`src/rtl/pulse_seq_pkg.sv`:
```
`timescale 1ns/1ps
// Package: shared state type and cycle-limit arithmetic for the
// pulse-mode conversion sequencer.
package pulse_seq_pkg;

    // Sequencer phases; converter clock is high only in the two sample phases.
    typedef enum logic [2:0] {
        SEQ_IDLE     = 3'd0,
        SEQ_SAMPLE_A = 3'd1,
        SEQ_BAL_A    = 3'd2,
        SEQ_SAMPLE_B = 3'd3,
        SEQ_TAIL     = 3'd4
    } seq_state_t;

    // Smallest whole number of cycles covering a duration (minimum limits).
    function automatic int cycles_ceil(input int dur_ps, input int period_ps);
        return (dur_ps + period_ps - 1) / period_ps;
    endfunction

    // Largest whole number of cycles fitting inside a duration (maximum limits).
    function automatic int cycles_floor(input int dur_ps, input int period_ps);
        return dur_ps / period_ps;
    endfunction

endpackage

```
`src/rtl/pulse_seq_cfg.sv`:
```
`timescale 1ns/1ps
// Module: pulse_seq_cfg
// Captures the three interval lengths at each launch, clamped into the
// legal windows, and keeps a sticky flag when any raw value was illegal.
// Assumes the cycle limits fit in LEN_W bits and MIN <= MAX for sample.
module pulse_seq_cfg #(
    parameter int LEN_W    = 8,
    parameter int SAMP_MIN = 4,
    parameter int SAMP_MAX = 62,
    parameter int BAL_MIN  = 5,
    parameter int DV_MIN   = 9
) (
    input  logic             clk,
    input  logic             rst_n,
    input  logic             launch,
    input  logic [LEN_W-1:0] raw_samp,
    input  logic [LEN_W-1:0] raw_bal,
    input  logic [LEN_W-1:0] raw_dv,
    output logic [LEN_W-1:0] samp_len,
    output logic [LEN_W-1:0] bal_len,
    output logic [LEN_W-1:0] dv_len,
    output logic             timing_err
);

    localparam logic [LEN_W-1:0] SMIN_V = LEN_W'(SAMP_MIN);
    localparam logic [LEN_W-1:0] SMAX_V = LEN_W'(SAMP_MAX);
    localparam logic [LEN_W-1:0] BMIN_V = LEN_W'(BAL_MIN);
    localparam logic [LEN_W-1:0] DMIN_V = LEN_W'(DV_MIN);

    logic [LEN_W-1:0] samp_fix, bal_fix, dv_fix;
    logic             samp_low, samp_high, bal_low, dv_low;

    // Range tests on the raw request values.
    always_comb begin
        samp_low  = raw_samp < SMIN_V;
        samp_high = raw_samp > SMAX_V;
        bal_low   = raw_bal  < BMIN_V;
        dv_low    = raw_dv   < DMIN_V;
    end

    // Clamp each request into its legal window.
    always_comb begin
        samp_fix = samp_low ? SMIN_V : (samp_high ? SMAX_V : raw_samp);
        bal_fix  = bal_low  ? BMIN_V : raw_bal;
        dv_fix   = dv_low   ? DMIN_V : raw_dv;
    end

    // Hold the clamped lengths for the conversion that is launching.
    always_ff @(posedge clk) begin
        if (!rst_n) begin
            samp_len <= SMIN_V;
            bal_len  <= BMIN_V;
            dv_len   <= DMIN_V;
        end else if (launch) begin
            samp_len <= samp_fix;
            bal_len  <= bal_fix;
            dv_len   <= dv_fix;
        end
    end

    // Sticky violation flag, set at a launch that needed clamping.
    always_ff @(posedge clk) begin
        if (!rst_n) begin
            timing_err <= 1'b0;
        end else if (launch && (samp_low || samp_high || bal_low || dv_low)) begin
            timing_err <= 1'b1;
        end
    end

endmodule

```
`src/rtl/pulse_seq_req.sv`:
```
`timescale 1ns/1ps
// Module: pulse_seq_req
// Holds one start request that arrives while a conversion is running and
// presents it, merged with a live start, as the request to launch.
// Assumes busy is low only when the sequencer is idle.
module pulse_seq_req (
    input  logic clk,
    input  logic rst_n,
    input  logic start,
    input  logic busy,
    input  logic launch,
    output logic want
);

    logic pend_q;

    // Remember a start seen while busy; drop it when a conversion launches.
    always_ff @(posedge clk) begin
        if (!rst_n) begin
            pend_q <= 1'b0;
        end else if (launch) begin
            pend_q <= 1'b0;
        end else if (start && busy) begin
            pend_q <= 1'b1;
        end
    end

    // A launch is wanted for a live request or a held one.
    always_comb begin
        want = start || pend_q;
    end

endmodule

```
`src/rtl/pulse_seq_ctrl.sv`:
```
`timescale 1ns/1ps
// Module: pulse_seq_ctrl
// Phase machine: sample, balance, sample, then a balance tail that covers
// both the minimum balance and the data-valid wait. The converter clock is
// a registered output; data_valid is decoded from state and counter flops.
// Assumes the lengths are stable except at a launch edge.
module pulse_seq_ctrl
    import pulse_seq_pkg::*;
#(
    parameter int LEN_W = 8
) (
    input  logic             clk,
    input  logic             rst_n,
    input  logic             want,
    input  logic [LEN_W-1:0] samp_len,
    input  logic [LEN_W-1:0] bal_len,
    input  logic [LEN_W-1:0] dv_len,
    output logic             launch,
    output logic             busy,
    output logic             conv_clk,
    output logic             data_valid
);

    localparam int CNT_W = LEN_W + 1;

    seq_state_t       state_q, state_d;
    logic [CNT_W-1:0] cnt_q;
    logic [CNT_W-1:0] samp_w, bal_w, dv_w, dv_plus, tail_need;

    // Widen the lengths to the counter width.
    always_comb begin
        samp_w    = {1'b0, samp_len};
        bal_w     = {1'b0, bal_len};
        dv_w      = {1'b0, dv_len};
        dv_plus   = dv_w + CNT_W'(1);
        tail_need = (bal_w > dv_plus) ? bal_w : dv_plus;
    end

    // Next-phase selection.
    always_comb begin
        state_d = state_q;
        unique case (state_q)
            SEQ_IDLE:     if (want)              state_d = SEQ_SAMPLE_A;
            SEQ_SAMPLE_A: if (cnt_q == samp_w)   state_d = SEQ_BAL_A;
            SEQ_BAL_A:    if (cnt_q == bal_w)    state_d = SEQ_SAMPLE_B;
            SEQ_SAMPLE_B: if (cnt_q == samp_w)   state_d = SEQ_TAIL;
            SEQ_TAIL:     if (cnt_q >= tail_need) state_d = want ? SEQ_SAMPLE_A : SEQ_IDLE;
            default:                             state_d = SEQ_IDLE;
        endcase
    end

    // Launch marks entry into the first sample from idle or tail.
    always_comb begin
        launch = (state_d == SEQ_SAMPLE_A) && (state_q != SEQ_SAMPLE_A);
        busy   = (state_q != SEQ_IDLE);
    end

    // Phase register.
    always_ff @(posedge clk) begin
        if (!rst_n) state_q <= SEQ_IDLE;
        else        state_q <= state_d;
    end

    // Cycles spent in the current phase, counting from one.
    always_ff @(posedge clk) begin
        if (!rst_n) begin
            cnt_q <= '0;
        end else if (state_d == SEQ_IDLE) begin
            cnt_q <= '0;
        end else if (state_d != state_q) begin
            cnt_q <= CNT_W'(1);
        end else begin
            cnt_q <= cnt_q + CNT_W'(1);
        end
    end

    // Glitch-free converter clock: high in the two sample phases.
    always_ff @(posedge clk) begin
        if (!rst_n) conv_clk <= 1'b0;
        else        conv_clk <= (state_d == SEQ_SAMPLE_A) || (state_d == SEQ_SAMPLE_B);
    end

    // Result strobe, dv_len cycles after the closing falling edge.
    always_comb begin
        data_valid = (state_q == SEQ_TAIL) && (cnt_q == dv_plus);
    end

endmodule

```
`src/rtl/pulse_seq.sv`:
```
`timescale 1ns/1ps
// Module: pulse_seq (top)
// Pulse-mode sequencer for a two-edge flash converter: double-pulses the
// converter clock per request, parks it in balance while idle, clamps the
// phase lengths to limits derived from nanosecond bounds and the system
// clock period, and strobes data_valid when the result is stable.
// Assumes start and the length inputs are synchronous to clk.
module pulse_seq
    import pulse_seq_pkg::*;
#(
    parameter int LEN_W       = 8,
    parameter int CLK_PS      = 8000,
    parameter int SAMP_MIN_PS = 25000,
    parameter int SAMP_MAX_PS = 500000,
    parameter int BAL_MIN_PS  = 33000,
    parameter int DV_WAIT_PS  = 65000
) (
    input  logic             clk,
    input  logic             rst_n,
    input  logic             start,
    input  logic [LEN_W-1:0] samp_cycles,
    input  logic [LEN_W-1:0] bal_cycles,
    input  logic [LEN_W-1:0] dv_cycles,
    output logic             conv_clk,
    output logic             data_valid,
    output logic             timing_err
);

    localparam int SAMP_MIN_CYC = cycles_ceil(SAMP_MIN_PS, CLK_PS);
    localparam int SAMP_MAX_CYC = cycles_floor(SAMP_MAX_PS, CLK_PS);
    localparam int BAL_MIN_CYC  = cycles_ceil(BAL_MIN_PS, CLK_PS);
    localparam int DV_MIN_CYC   = cycles_ceil(DV_WAIT_PS, CLK_PS);

    logic             launch, busy, want;
    logic [LEN_W-1:0] samp_len, bal_len, dv_len;

    pulse_seq_req u_req (
        .clk    (clk),
        .rst_n  (rst_n),
        .start  (start),
        .busy   (busy),
        .launch (launch),
        .want   (want)
    );

    pulse_seq_cfg #(
        .LEN_W    (LEN_W),
        .SAMP_MIN (SAMP_MIN_CYC),
        .SAMP_MAX (SAMP_MAX_CYC),
        .BAL_MIN  (BAL_MIN_CYC),
        .DV_MIN   (DV_MIN_CYC)
    ) u_cfg (
        .clk        (clk),
        .rst_n      (rst_n),
        .launch     (launch),
        .raw_samp   (samp_cycles),
        .raw_bal    (bal_cycles),
        .raw_dv     (dv_cycles),
        .samp_len   (samp_len),
        .bal_len    (bal_len),
        .dv_len     (dv_len),
        .timing_err (timing_err)
    );

    pulse_seq_ctrl #(
        .LEN_W (LEN_W)
    ) u_ctrl (
        .clk        (clk),
        .rst_n      (rst_n),
        .want       (want),
        .samp_len   (samp_len),
        .bal_len    (bal_len),
        .dv_len     (dv_len),
        .launch     (launch),
        .busy       (busy),
        .conv_clk   (conv_clk),
        .data_valid (data_valid)
    );

endmodule

```
`config.mk`:
```
export PLATFORM = sky130hd
export DESIGN_NAME = pulse_seq
export DESIGN_NICKNAME = d
export VERILOG_FILES = /design/src/rtl/pulse_seq_pkg.sv /design/src/rtl/pulse_seq_cfg.sv /design/src/rtl/pulse_seq_req.sv /design/src/rtl/pulse_seq_ctrl.sv /design/src/rtl/pulse_seq.sv
export SDC_FILE = /design/constraint.sdc
export NUM_CORES = 1
export LEC_CHECK = 0
export ABC_CLOCK_PERIOD_IN_PS = 4700
export BUFFER_PORTS_ARGS = -buffer_cell sky130_fd_sc_hd__buf_2
export CORE_ASPECT_RATIO = 1.5
export CORE_MARGIN = 3
export CORE_UTILIZATION = 45
export CTS_CLUSTER_SIZE = 28
export DETAILED_ROUTE_END_ITERATION = 8
export SYNTH_ARGS = -nofsm -noshare
export SYNTH_HDL_FRONTEND = slang
export SYNTH_SLANG_ARGS = --single-unit
```
`constraint.sdc`:
```
create_clock -name clk -period 4.7 [get_ports clk]
set_clock_uncertainty 0.2 [all_clocks]
set_input_delay 0.47 -clock clk [delete_from_list [all_inputs] [get_ports clk]]
set_output_delay 0.47 -clock clk [all_outputs]
set_load 0.005 [all_outputs]
```
* Word-level counts from Yosys, hierarchy flattened
Cells that the tools add are included.
** Word-level totals
- Register bits after elaboration :: 39
- Logic and storage cells :: 57
- Input bits :: 27
- Output and inout bits :: 3
** Cells by class
- Mux-type cells :: 13
- Add/sub/neg operators :: 2
- Eq/ne operators :: 11
- $lt $le $gt $ge :: 6
- Reductions and logical operators :: 15
- Bitwise gates (word level) :: 1
** Operators with widths (count)
- $mux 8 :: 4
- $eq 9x8->1 :: 2
- $lt 8x3->1 const B :: 2
- $mux 3 :: 5
- $pmux 3 s5 :: 1
- $add 8x1->9 const B :: 1
- $add 9x1->9 const B :: 1
- $eq 3x2->1 const B :: 3
- $eq 9x9->1 :: 1
- $ge 9x9->1 :: 1
- $gt 8x9->1 :: 1
- $mux 9 :: 1
- $gt 8x6->1 const B :: 1
- $lt 8x4->1 const B :: 1
- $eq 3x1->1 const B :: 2
- $logic_not 3->1 :: 2
- $logic_or 1x1->1 :: 5
- $logic_and 1x1->1 :: 4
- $reduce_or 2->1 :: 2
- $eq 3x3->1 const B :: 1
- $ne 3x1->1 const B :: 1
- $ne 3x3->1 :: 1
- $reduce_bool 3->1 :: 1
- $reduce_or 3->1 :: 1
- 2 further kinds :: 3

* Depth between registers and ports, before layout
Gate-level depths: netlist of the first run.
- Depth in word-level cells :: 9
- Depth in mapped cells :: 21
- Mapped depth without buffers :: 18

* By module
Synthesis of the first run repeated with hierarchy kept, for this count alone.
** Second synthesis, totals
- Cells, all modules :: 288
- Area, all modules :: 2544.9 µm²
** By module, submodules not included
- pulse_seq_ctrl :: sequential area each 260.2 µm², area each 1542.7 µm², instances 1, cells an instance 185
- pulse_seq_cfg :: sequential area each 500.5 µm², area each 958.4 µm², instances 1, cells an instance 99
- pulse_seq_req :: sequential area each 20.0 µm², area each 43.8 µm², instances 1, cells an instance 4

* Least setup slack after synthesis of the first run
Ideal clock, no wire load.
- Path kind :: register -> register
- Start point :: register u_cfg.dv_len[2]
- End point :: register u_ctrl.cnt_q[2]
- Buffers on the path :: 1
- Stages on the path, launching flop included :: 20
- Setup slack :: 0.682 ns
- Data arrival time :: 3.758 ns
- Cells stage by stage :: dfxtp_1 and3_1 and3_1 nand3_1 xor2_1 ha_1 nand4_1 nor2_1 nor2_1 o31ai_1 a21boi_0 buf_2 mux2i_1 ha_1 nand2_1 o2111ai_1 a211oi_4 a211oi_2 a2111oi_4 and2_1
** Between the ends
- Cells in the longest elaborated chain, start to end :: 8
** Ends and longest elaborated chain
- start: declaration :: RTL line pulse_seq_cfg.sv:21 : output logic [LEN_W-1:0] dv_len,
- start signal: assignment :: RTL line pulse_seq_cfg.sv:57 : dv_len <= dv_fix;
- $add 8x1->9 * :: RTL line pulse_seq_ctrl.sv:35 : dv_plus = dv_w + CNT_W'(1);
- $gt 8x9->1 :: RTL line pulse_seq_ctrl.sv:36 : tail_need = (bal_w > dv_plus) ? bal_w : dv_plus;
- $mux 9 * :: RTL line pulse_seq_ctrl.sv:36
- $ge 9x9->1 * :: RTL line pulse_seq_ctrl.sv:47 : SEQ_TAIL: if (cnt_q >= tail_need) state_d = want ? SEQ_SAMPLE_A : SEQ_IDLE;
- $mux 3 * :: RTL line pulse_seq_ctrl.sv:47
- $pmux 3 s5 * :: RTL line pulse_seq_ctrl.sv:42 : unique case (state_q)
- $ne 3x3->1 / $logic_not 3->1 (equally long branches) :: RTL line pulse_seq_ctrl.sv:70, pulse_seq_ctrl.sv:68
- $reduce_or 3->1 (no source line) *
- end signal: assignment :: RTL line pulse_seq_ctrl.sv:73 : cnt_q <= cnt_q + CNT_W'(1);
- end: declaration :: RTL line pulse_seq_ctrl.sv:27 : logic [CNT_W-1:0] cnt_q;
Every way passes the cells marked *; elsewhere a longest branch is shown, timed or not.
A chain may end at the register's enable or synchronous reset.

* Worst setup path after layout of the first run
- Start point :: register u_cfg.dv_len[2]
- End point :: register u_ctrl.cnt_q[5]
The elaborated chain is that of the path after synthesis.

==> results.md, run 1 <==
- CP peak stage delay: ~400 ps
- Die footprint: 6579 um2
- Period utilisation layout: 0.9284
- Final Worst Setup Slack: 336.4 ps
- Switching share of power: 0.3107
- NumNets Final: 377
- Synthesized flop and latch total: 39
- Status: finished clean
- Initial antenna violation count: 0
- Layout Utilization: 0.5289
- DR vias: ~2200
- Mapped Nets: 353
- Power per Cell Area: 277.1 nW/um2
- Worst r2r src: u_cfg.dv_len[2]
- RSZ-0062 raised after global routing: false
- First-pass DRT Iterations: 4
- Vias/cell: 5.380
- Final Wtd Congestion: 0.8633
- Worst hold slack: 211.2 ps
- FMAX: 0.2292 GHz
- Rel. slew slack: 0.4201
- GRT overflow: 0
- TritonCTS clock tree: done
- Fin crit period: 4364 ps
- Final-report hold violation count: 0
- Multi-input gate area: 1620 um2
- P_leak: 1.228 nW
- CP arrival: 4410 ps
- Sequential element share of the synthesized area: 0.3085
- Detail Route Antenna Nets: 0
- Final setup violation count: 0
- Largest net degree at the start of global routing: 28
- R2R Setup Slk: 340 ps
- WS Path Type: flop to flop
- Cts bufs inserted: 5
- Cells after synthesis: 307
- R2r endpoint: u_ctrl.cnt_q[5]
- CP startpoint kind: flop
- Critical Path End: u_ctrl.cnt_q[5]
- Row cnt: 32
- Net Sw Power: 0.2407 mW
- Netlist cell types: 42
- Slowest stage cell, crit path: dfxtp_1
- Cell family with most CP delay: compound AO/OA/AOI/OAI gates
- CP Cell Sequence: and3_1 > and3_1 > nand3_1 > xor2_1 > ha_1 > nand4_1 > nor2_1 > nor2_1 > o31ai_1 > a21boi_0 > buf_4 > mux2i_1 > ha_1 > a21oi_1 > o21ai_1 > a211oi_4 > a211oi_2 > a2111oi_4 > buf_4 > and2_1
- Core Area: around 5300 um2
- Syn_area_per_cell: slightly above 8 um2
- EDFF count, synth: 0
- Die width: 67.24 um
- Hpwl dp: 4551 um
- Final wirelength: 5857 um
- First-pass GRT wire length: 9915 um
- Post-place setup slack: 245.2 ps
- Number of remaining DRC errors: 0
- Crit-path max FO: 8
- Clk network pwr share: 0.291
- Int Pwr: 0.5339 mW
- Synth warnings: 0
- Hold WC Path Type: input pin to flop
- Comb pwr share: 0.233
- I/O Buffers: 29
- Share of power burned in registers: 0.476
- Cts hold-fix bufs: 0
- Worst reg2reg path depth: 20
- Htree depth: 2
- WP buf/inv: 2
- Routed len/inst: about 15 um
- # clock sinks: 39
- Synthesized cell area: approximately 2500 um2
- CP Data Required Time: between 4000 and 5000 ps
- Final Max Slew Viols: 0
- Starting Density: 0.4789
- Worst path depth: 20
- Clock Latency Late Sink: 300 ps
- Element type at the critical path end: flop
- Layout cells sized above 1: 0.1416
- # diodes: 0
- 1st-iter DRT viols: 55
- Total GRT Usage: 0.1942
- Die Y: 97.86 um
- Clk buf depth: 2
- I/O pin count: 30
- Worst setup path startpoint: u_cfg.dv_len[2]
- Max-Cap Viols: 0
- Synth Flop Type: dfxtp_1
- Sequential Area: 780.7 um2
- Maximum vdd drop: approximately 0.18 mV
- Worst-path clk slew: 80 ps
- Area delta synth->final: 10.43%
- Vias in the first global route: between 2000 and 2500
- # fillers: around 560
- Worst Tran Pin Value: 868.8 ps
- Setup TNS: 0 ps
- Async SR Flop Fraction: 0
- Clk Tree Root Cell: clkbuf_8
-- through the flow --
step / cells / power (mW) / instance area (um2)
floorplan: 307 / 0.5063 / 2531
global placement: 391 / 0.5528 / 2703
detailed placement: 391 / 0.5563 / 2703
CTS: 399 / 0.7817 / 2784
global route: 400 / 0.8226 / 2795
finish: 400 / 0.7746 / 2795
-- logic make-up after synthesis --
family / synth area share
muxes: 0.03213
and+or+nand+nor: 0.2437
xor gates and xnor gates: 0.1349
AOI/OAI and AO/OA: 0.1354
DFF: 0.3085
buffers and inverters: 0.05141
adders and majority gates: 0.09392
-- placed cells by master, fill, tap and decap left out, drive strengths merged, types with 4 or more instances in the layout --
cell and n:
dfxtp 39, nand3 16, nand4 9, nor4 6, a211oi 4, clkbuf 7, and3 5, mux2i 7
nor3 9, xor2 25, and2 9, xnor2 14, ha 19, buf 34, nor2 18, o21ai 12
a21oi 26, nand2 37, inv 11
-- Yosys cell counts, types with 3 or more instances --
cell type,number,share of area
nand2_1,37,0.055
nand4_1,9,0.022
inv_1,11,0.016
clkbuf_1,5,0.0074
xnor2_1,14,0.048
a21oi_1,26,0.051
ha_1,19,0.094
dfxtp_1,39,0.31
and3_1,5,0.012
nor2_1,17,0.025
nor4_1,5,0.012
and2_1,9,0.022
o21ai_0,11,0.022
xor2_1,25,0.087
nor3_1,9,0.018
nor2b_1,3,0.0074
mux2i_1,7,0.028
buf_2,8,0.016
nand3_1,16,0.032
buf_4,4,0.012
-- cell type report --
class	count	share of cell area
multi-input combinational	240	0.5797
sequential	39	0.2793
timing repair buffer	34	0.06670
tap	68	0.03044
clock buffer	7	0.02731
inverter	11	0.01477
clock inverter	1	0.001791
-- registers in the layout, indices dropped and copies added (netlist names) --
| register | cells |
|---|---|
| u_ctrl.conv_clk | 1 |
| u_cfg.bal_len | 8 |
| u_ctrl.state_q | 3 |
| u_ctrl.cnt_q | 9 |
| u_cfg.dv_len | 8 |
| u_cfg.timing_err | 1 |
| u_req.pend_q | 1 |
| u_cfg.samp_len | 8 |
-- worst min path at each step --
stage,start,cells past startpoint,endpoint
after global placement,u_cfg.timing_err,2,u_cfg.timing_err
after detailed placement,u_cfg.timing_err,2,u_cfg.timing_err
after floorplan,u_cfg.samp_len[0],2,u_cfg.samp_len[0]
final,bal_cycles[5],3,u_cfg.bal_len[5]
after global routing,bal_cycles[3],3,u_cfg.bal_len[3]
after CTS,bal_cycles[5],3,u_cfg.bal_len[5]
-- worst register-to-register path: stages, from the launching register on --
cell and delay, ps:
dfxtp_1 400, and3_1 220, and3_1 190, nand3_1 90
xor2_1 280, ha_1 330, nand4_1 110, nor2_1 60
nor2_1 120, o31ai_1 100, a21boi_0 180, buf_4 200
mux2i_1 210, ha_1 270, a21oi_1 140, o21ai_1 120
a211oi_4 360, a211oi_2 160, a2111oi_4 290, buf_4 190
and2_1 120
-- routing by layer --
metal / vias to the layer above / routed length (um) / GRT usage / share of wire
li1: 1111 / - / - / -
met1: 998 / 2527 / 0.2293 / 0.43
met2: 31 / 3016 / 0.3333 / 0.51
met3: 12 / 162 / 0.03682 / 0.028
met4: 0 / 152 / 0.07969 / 0.026
met5: - / 0 / 0 / 0
-- power by group through the flow --
stage          registers (mW)  clock network [mW]  logic [mW]
6_report                0.369               0.225       0.180
5_1_grt                 0.371               0.246       0.206
4_1_cts                 0.369               0.233       0.180
3_5_place_dp            0.377                   0       0.179
3_3_place_gp            0.376                   0       0.177
2_1_floorplan           0.368                   0       0.138
-- timing repair --
item,in CTS,in global routing
endpoints found under the setup margin,0,26
resized for setup,0,1
setup buffers,0,1
hold endpoints to repair,0,0
No activity file was read; power rests on OpenSTA's default activity.
==> run 2: changes to the inputs <==
--- a/config.mk
+++ b/config.mk
@@ -7,7 +7,6 @@
 export LEC_CHECK = 0
 export ABC_CLOCK_PERIOD_IN_PS = 4700
 export BUFFER_PORTS_ARGS = -buffer_cell sky130_fd_sc_hd__buf_2
-export CORE_ASPECT_RATIO = 1.5
 export CORE_MARGIN = 3
 export CORE_UTILIZATION = 45
 export CTS_CLUSTER_SIZE = 28
==> run 2 against run 1 <==
Combinational power increased by 2%. Maximum frequency up 0.39%. Via count rose by 2.0%. Utilization increased by 1.4 points. Count of clock-buffer cells in the layout fell by 2. Power up 8.2%. Worst setup slack better by 17 ps. Largest power group unchanged. Highest routed layer unchanged. Critical path depth unchanged. Cell count rose by 1.0%. Critical path type unchanged. Worst hold slack improved by 1.9 ps.
==> results.md, run 2 (synthesized netlist as in run 1, its figures left out) <==
- First-pass DRT Iterations: 4 (unchanged)
- Sequential Area: 780.7 um2 (unchanged)
- CP startpoint kind: flop
- I/O pin count: 30 (unchanged)
- First-pass GRT wire length: 10110 um (+1.9%)
- P_leak: 1.260 nW (+2.6%)
- Crit-path max FO: 8 (unchanged)
- Routed len/inst: 14.67 um (+0.16%)
- Design Power: 0.8384 mW (+8.2%)
- Hpwl dp: 4425 um (-2.8%)
- Initial antenna violation count: 0 (unchanged)
- # clock sinks: 39 (unchanged)
- Final wirelength: 5925 um (+1.2%)
- TritonCTS clock tree: done
- Row cnt: 26 (-19%)
- GRT overflow: 0 (unchanged)
- Core Area: 5270 um2 (-0.28%)
- Number of flip-flops in the largest register: 9 (unchanged)
- I/O Buffers: 29 (unchanged)
- Detail Route Antenna Nets: 0 (unchanged)
- CP arrival: 4390 ps (-20 ps)
- FMAX: 0.2301 GHz (+0.39%)
- Cts bufs inserted: 5 (unchanged)
- Power per Cell Area: 293.1 nW/um2 (+5.8%)
- Final Wtd Congestion: 0.8035 (-6.9%)
- Status: finished clean
- Die width: 81 um (+20%)
- Most frequent cells in the layout: 39 x dfxtp_1, 37 x nand2_1, 29 x buf_2
- Clk Tree Root Cell: clkbuf_8
- Die Y: 81 um (-17%)
- Worst hold slack: 213.1 ps (+1.930 ps)
- Final setup violation count: 0 (unchanged)
- Vias in the first global route: 2105 (-1.3%)
- RSZ-0062 raised after global routing: false
- Rel. slew slack: 0.4417 (+0.02153)
- Htree depth: 2 (unchanged)
- Multi-input gate area: 1628 um2 (+0.46%)
- Maximum vdd drop: 0.1678 mV (-8.1%)
- Layout Utilization: 0.5427 (+0.01385)
- Hold WC Path Type: input pin to flop
- Cts hold-fix bufs: 0 (unchanged)
- # diodes: 0 (unchanged)
- DP Area: 2718 um2 (+0.56%)
- Final Worst Setup Slack: 353.4 ps (+16.93 ps)
- Fin crit period: 4347 ps (-16.93 ps)
- 1st-iter DRT viols: 82 (+49%)
- Worst-path clk slew: 80 ps (about the same)
- Max-Cap Viols: 0 (unchanged)
- Post-place setup slack: 238.4 ps (-6.803 ps)
- Reg with most FFs: u_ctrl.cnt_q
- Total GRT Usage: 0.2015 (+0.007354)
- DR vias: 2194 (+2.0%)
- Die footprint: 6561 um2 (-0.28%)
- Layout cells sized above 1: 0.1557 (+0.01412)
- Clk buf depth: 2 (unchanged)
- Clock Latency Late Sink: 290 ps (about the same)
- Worst Tran Pin Value: 836.6 ps (-32.26 ps)
- Non-Filler Instances: 404 (+1.0%)
- Number of remaining DRC errors: 0 (unchanged)
- Setup TNS: 0 ps (unchanged)
- NumNets Final: 379 (+0.53%)
- CP Data Required Time: 4750 ps (about the same)
- Final Max Slew Viols: 0 (unchanged)
- Element type at the critical path end: flop
- Period utilisation layout: 0.9248 (-0.003602)
- Starting Density: 0.4803 (+0.001365)
- Final-report hold violation count: 0 (unchanged)
- Area delta synth->final: 13.00%
- # fillers: 535 (-5.1%)
- Placed cells: 393 (+0.51%)
- Largest net degree at the start of global routing: 28 (unchanged)
- Leading cell type in the layout, fill and taps excluded: dfxtp_1
- Post-route cell area: 2860 um2 (+2.3%)
- WS Path Type: flop to flop
- Vias/cell: 5.431 (+0.94%)
-- run 2: final cells by class --
cell class                 count  area share
clock inverter                 3     0.01531
clock buffer                   5     0.02406
sequential                    39      0.2730
inverter                      11     0.01444
timing repair buffer          36     0.07349
multi-input combinational    240      0.5691
tap                           70     0.03062
-- run 2: path summary, 6_finish.rpt --
kind | to | startpoint | cells after the start | slack, ps
setup / recovery | u_ctrl.cnt_q[4] | u_cfg.dv_len[2] | 20 | 350
hold reg to reg | u_cfg.samp_len[4] | u_cfg.samp_len[4] | 2 | 270
hold / removal | u_cfg.dv_len[4] | dv_cycles[4] | 3 | 210
setup reg to reg | u_ctrl.cnt_q[4] | u_cfg.dv_len[2] | 20 | 350
-- run 2: critical path, stage by stage, from the launching register on --
cell	delay (ps)
dfxtp_1	410
and3_1	220
and3_1	190
nand3_1	90
xor2_1	250
ha_1	320
nand4_1	110
nor2_1	60
nor2_1	100
o31ai_1	90
a21boi_0	180
buf_4	210
mux2i_1	200
ha_1	260
a21oi_1	140
o21ai_1	120
a211oi_4	360
a211oi_2	170
a2111oi_4	300
buf_4	190
and2_1	120
-- run 2: layer usage --
| metal | GRT usage | vias to the layer above | share of wire |
|---|---|---|---|
| li1 | - | 1121 | - |
| met1 | 0.2581 | 1030 | 0.48 |
| met2 | 0.3374 | 37 | 0.47 |
| met3 | 0.04767 | 6 | 0.040 |
| met4 | 0.05574 | 0 | 0.011 |
| met5 | 0 | - | 0 |
-- run 2: timing repair --
action                     in CTS  in global routing
setup endpoints to repair       0                  9
buffers inserted                0                  3
gates resized for setup         0                  1
-- run 2: where the power goes --
part	switching, mW	total (mW)	leakage, nW	internal [mW]
Sequential	0.0212	0.369	0.319	0.348
Clock	0.127	0.285	0.0581	0.158
Combinational	0.100	0.184	0.883	0.0840
==> run 3: changes to the inputs <==
--- a/config.mk
+++ b/config.mk
@@ -5,9 +5,8 @@
 export SDC_FILE = /design/constraint.sdc
 export NUM_CORES = 1
 export LEC_CHECK = 0
-export ABC_CLOCK_PERIOD_IN_PS = 4700
+export ABC_CLOCK_PERIOD_IN_PS = 5610
 export BUFFER_PORTS_ARGS = -buffer_cell sky130_fd_sc_hd__buf_2
-export CORE_MARGIN = 3
 export CORE_UTILIZATION = 45
 export CTS_CLUSTER_SIZE = 28
 export DETAILED_ROUTE_END_ITERATION = 8
==> constraint.sdc (replaced) <==
create_clock -name clk -period 5.61 [get_ports clk]
set_clock_uncertainty 0.2 [all_clocks]
set_input_delay 0.561 -clock clk [delete_from_list [all_inputs] [get_ports clk]]
set_output_delay 0.561 -clock clk [all_outputs]
set_load 0.005 [all_outputs]
==> run 3 against run 2 <==
Utilization is 1.1 points lower. Global-route usage up 0.98 points. Via count down 5.4%. First-iteration DRC count up 15%. Non-clock buffer count shrank 4. Largest cell class unchanged. Highest routed layer unchanged.
==> results.md, run 3 (synthesized netlist as in run 1, its figures left out) <==
- FMAX: 0.2181 GHz (-5.2%)
- Worst-path clk slew: 80 ps (about the same)
- Period utilisation layout: 0.8173 (-0.1075)
- Worst hold slack: 271.2 ps (+58.08 ps)
- Number of remaining DRC errors: 0 (unchanged)
- Total GRT Usage: 0.2113 (+0.009790)
- First-pass DRT Iterations: 4 (unchanged)
- Worst r2r src: u_cfg.dv_len[2]
- # clock sinks: 39 (unchanged)
- Largest net degree at the start of global routing: 27 (-3.6%)
- DP Area: 2698 um2 (-0.74%)
- Post-CTS Setup Bufs: 0 (unchanged)
- R2R Setup Slk: 1030 ps (+670 ps)
- Vias/cell: 5.201 (-4.2%)
- Non-Filler Instances: 399 (-1.2%)
- Power per Cell Area: 246.0 nW/um2 (-16%)
- Max-Cap Viols: 0 (unchanged)
- Clk Tree Root Cell: clkbuf_8
- WS Path Type: flop to flop
- Hpwl dp: 4289 um (-3.1%)
- Hold_sp: u_cfg.samp_len[4]
- Hold Path Depth: 2 (-1)
- Routed len/inst: 14.16 um (-3.5%)
- Number of flip-flops in the largest register: 9 (unchanged)
- Final wirelength: 5649 um (-4.7%)
- Maximum vdd drop: 0.1206 mV (-28%)
- Clk buf depth: 2 (unchanged)
- Leading cell type in the layout, fill and taps excluded: dfxtp_1
- Detail Route Antenna Nets: 0 (unchanged)
- Layout cells sized above 1: 0.1398 (-0.01587)
- Rel. slew slack: 0.4373 (-0.004421)
- Final Worst Setup Slack: 1025 ps (+671.7 ps)
- Most frequent cells in the layout: 39 x dfxtp_1, 37 x nand2_1, 29 x buf_2
- Initial antenna violation count: 0 (unchanged)
- Core Area: 5270 um2 (unchanged)
- Htree depth: 2 (unchanged)
- RSZ-0062 raised after global routing: false
- Worst Tran Pin Value: 843.2 ps (+6.624 ps)
- Hold endpoint: u_cfg.samp_len[4]
- First-pass GRT wire length: 9922 um (-1.8%)
- R2r endpoint: u_ctrl.cnt_q[6]
- CP arrival: 4620 ps (+230 ps)
- GRT overflow: 0 (unchanged)
- Vias in the first global route: 2088 (-0.81%)
- Crit-path max FO: 8 (unchanged)
- Worst setup path startpoint: u_cfg.dv_len[2]
- Status: finished clean
- Die width: 77 um (-4.9%)
- Final-report hold violation count: 0 (unchanged)
- Post-route cell area: 2804 um2 (-2.0%)
- 1st-iter DRT viols: 94 (+15%)
- I/O Buffers: 29 (unchanged)
- # diodes: 0 (unchanged)
- Fin crit period: 4585 ps (+238.3 ps)
- TritonCTS clock tree: done
- Clock Latency Late Sink: 290 ps (about the same)
- Row cnt: 26 (unchanged)
- Element type at the critical path end: flop
- NumNets Final: 375 (-1.1%)
- Post-place setup slack: 1070 ps (+831.9 ps)
- P_leak: 1.225 nW (-2.8%)
- Die footprint: 5929 um2 (-9.6%)
- CP startpoint kind: flop
- Setup TNS: 0 ps (unchanged)
- Resized cells post-CTS: 0 (unchanged)
- Final Max Slew Viols: 0 (unchanged)
- Final setup violation count: 0 (unchanged)
- Placed cells: 392 (-0.25%)
- Reg with most FFs: u_ctrl.cnt_q
- Final Wtd Congestion: 0.8390 (+4.4%)
- Cts bufs inserted: 5 (unchanged)
- Cts hold-fix bufs: 0 (unchanged)
- Starting Density: 0.4803 (unchanged)
- Area delta synth->final: 10.78%
- Worst reg2reg path depth: 19 (-5.0%)
- Hold WC Path Type: flop to flop
- CP Data Required Time: 5640 ps (+890 ps)
- I/O pin count: 30 (unchanged)
- DR vias: 2075 (-5.4%)
- Die Y: 77 um (-4.9%)
-- run 3: cell count changes in the layout (fill, tap and decap cells not counted) --
| cell | previous run | this run |
|---|---|---|
| clkinv_2 | 1 | 0 |
| clkinvlp_4 | 0 | 1 |
| buf_12 | 1 | 0 |
| buf_4 | 6 | 3 |
| xor2_2 | 1 | 0 |
| xor2_1 | 24 | 25 |
| clkinv_4 | 1 | 0 |
-- run 3: metrics by stage --
step / utilization / total power [mW]
after floorplan: - / 0.4241
after CTS: 0.5321 / 0.6966
final: 0.5321 / 0.6899
after global routing: 0.5321 / 0.7315
after global placement: 0.5119 / 0.4624
after detailed placement: 0.5119 / 0.4655
-- run 3: per-layer routing --
| layer | up-vias | global-route usage | routed length (um) |
|---|---|---|---|
| li1 | 1110 | - | - |
| met1 | 935 | 0.2800 | 2837 |
| met2 | 25 | 0.3473 | 2599 |
| met3 | 5 | 0.03690 | 152 |
| met4 | 0 | 0.06604 | 60 |
| met5 | - | 0 | 0 |
-- run 3: power by group --
group | leakage (nW) | internal, mW | total [mW] | switching, mW
clock | 0.0502 | 0.130 | 0.230 | 0.100
combinational | 0.856 | 0.0671 | 0.149 | 0.0822
sequential | 0.319 | 0.291 | 0.310 | 0.0189
total | 1.23 | 0.488 | 0.690 | 0.202
-- run 3: final cells by class --
type                       instances  area [um2]
clock buffer                       5       68.82
clock inverter                     2       37.54
fill                             534        2466
inverter                          11       41.29
multi-input combinational        240        1620
sequential                        39       780.7
tap                               70       87.58
timing repair buffer              32       167.7
-- run 3: worst max-delay path, stage by stage (launching register included) --
cell and delay [ps]:
dfxtp_1 390, and3_1 220, and3_1 180, nand3_1 100
xor2_1 290, ha_1 340, nand4_1 110, nor2_1 60
nor2_1 100, o31ai_1 90, a21boi_0 180, buf_4 210
mux2i_1 230, ha_1 270, a21oi_1 140, o21ai_1 120
a211oi_4 380, a211oi_2 160, a2111oi_4 530, and2_1 200
-- run 3: worst max path at each step --
stage                            end  slack, ps  depth (start not counted)
floorplan            u_ctrl.cnt_q[2]       1590                         19
global placement     u_ctrl.cnt_q[8]       1100                         18
detailed placement   u_ctrl.cnt_q[6]       1070                         19
CTS                  u_ctrl.cnt_q[6]       1030                         19
global route        u_cfg.bal_len[6]        620                         20
finish               u_ctrl.cnt_q[6]       1030                         19
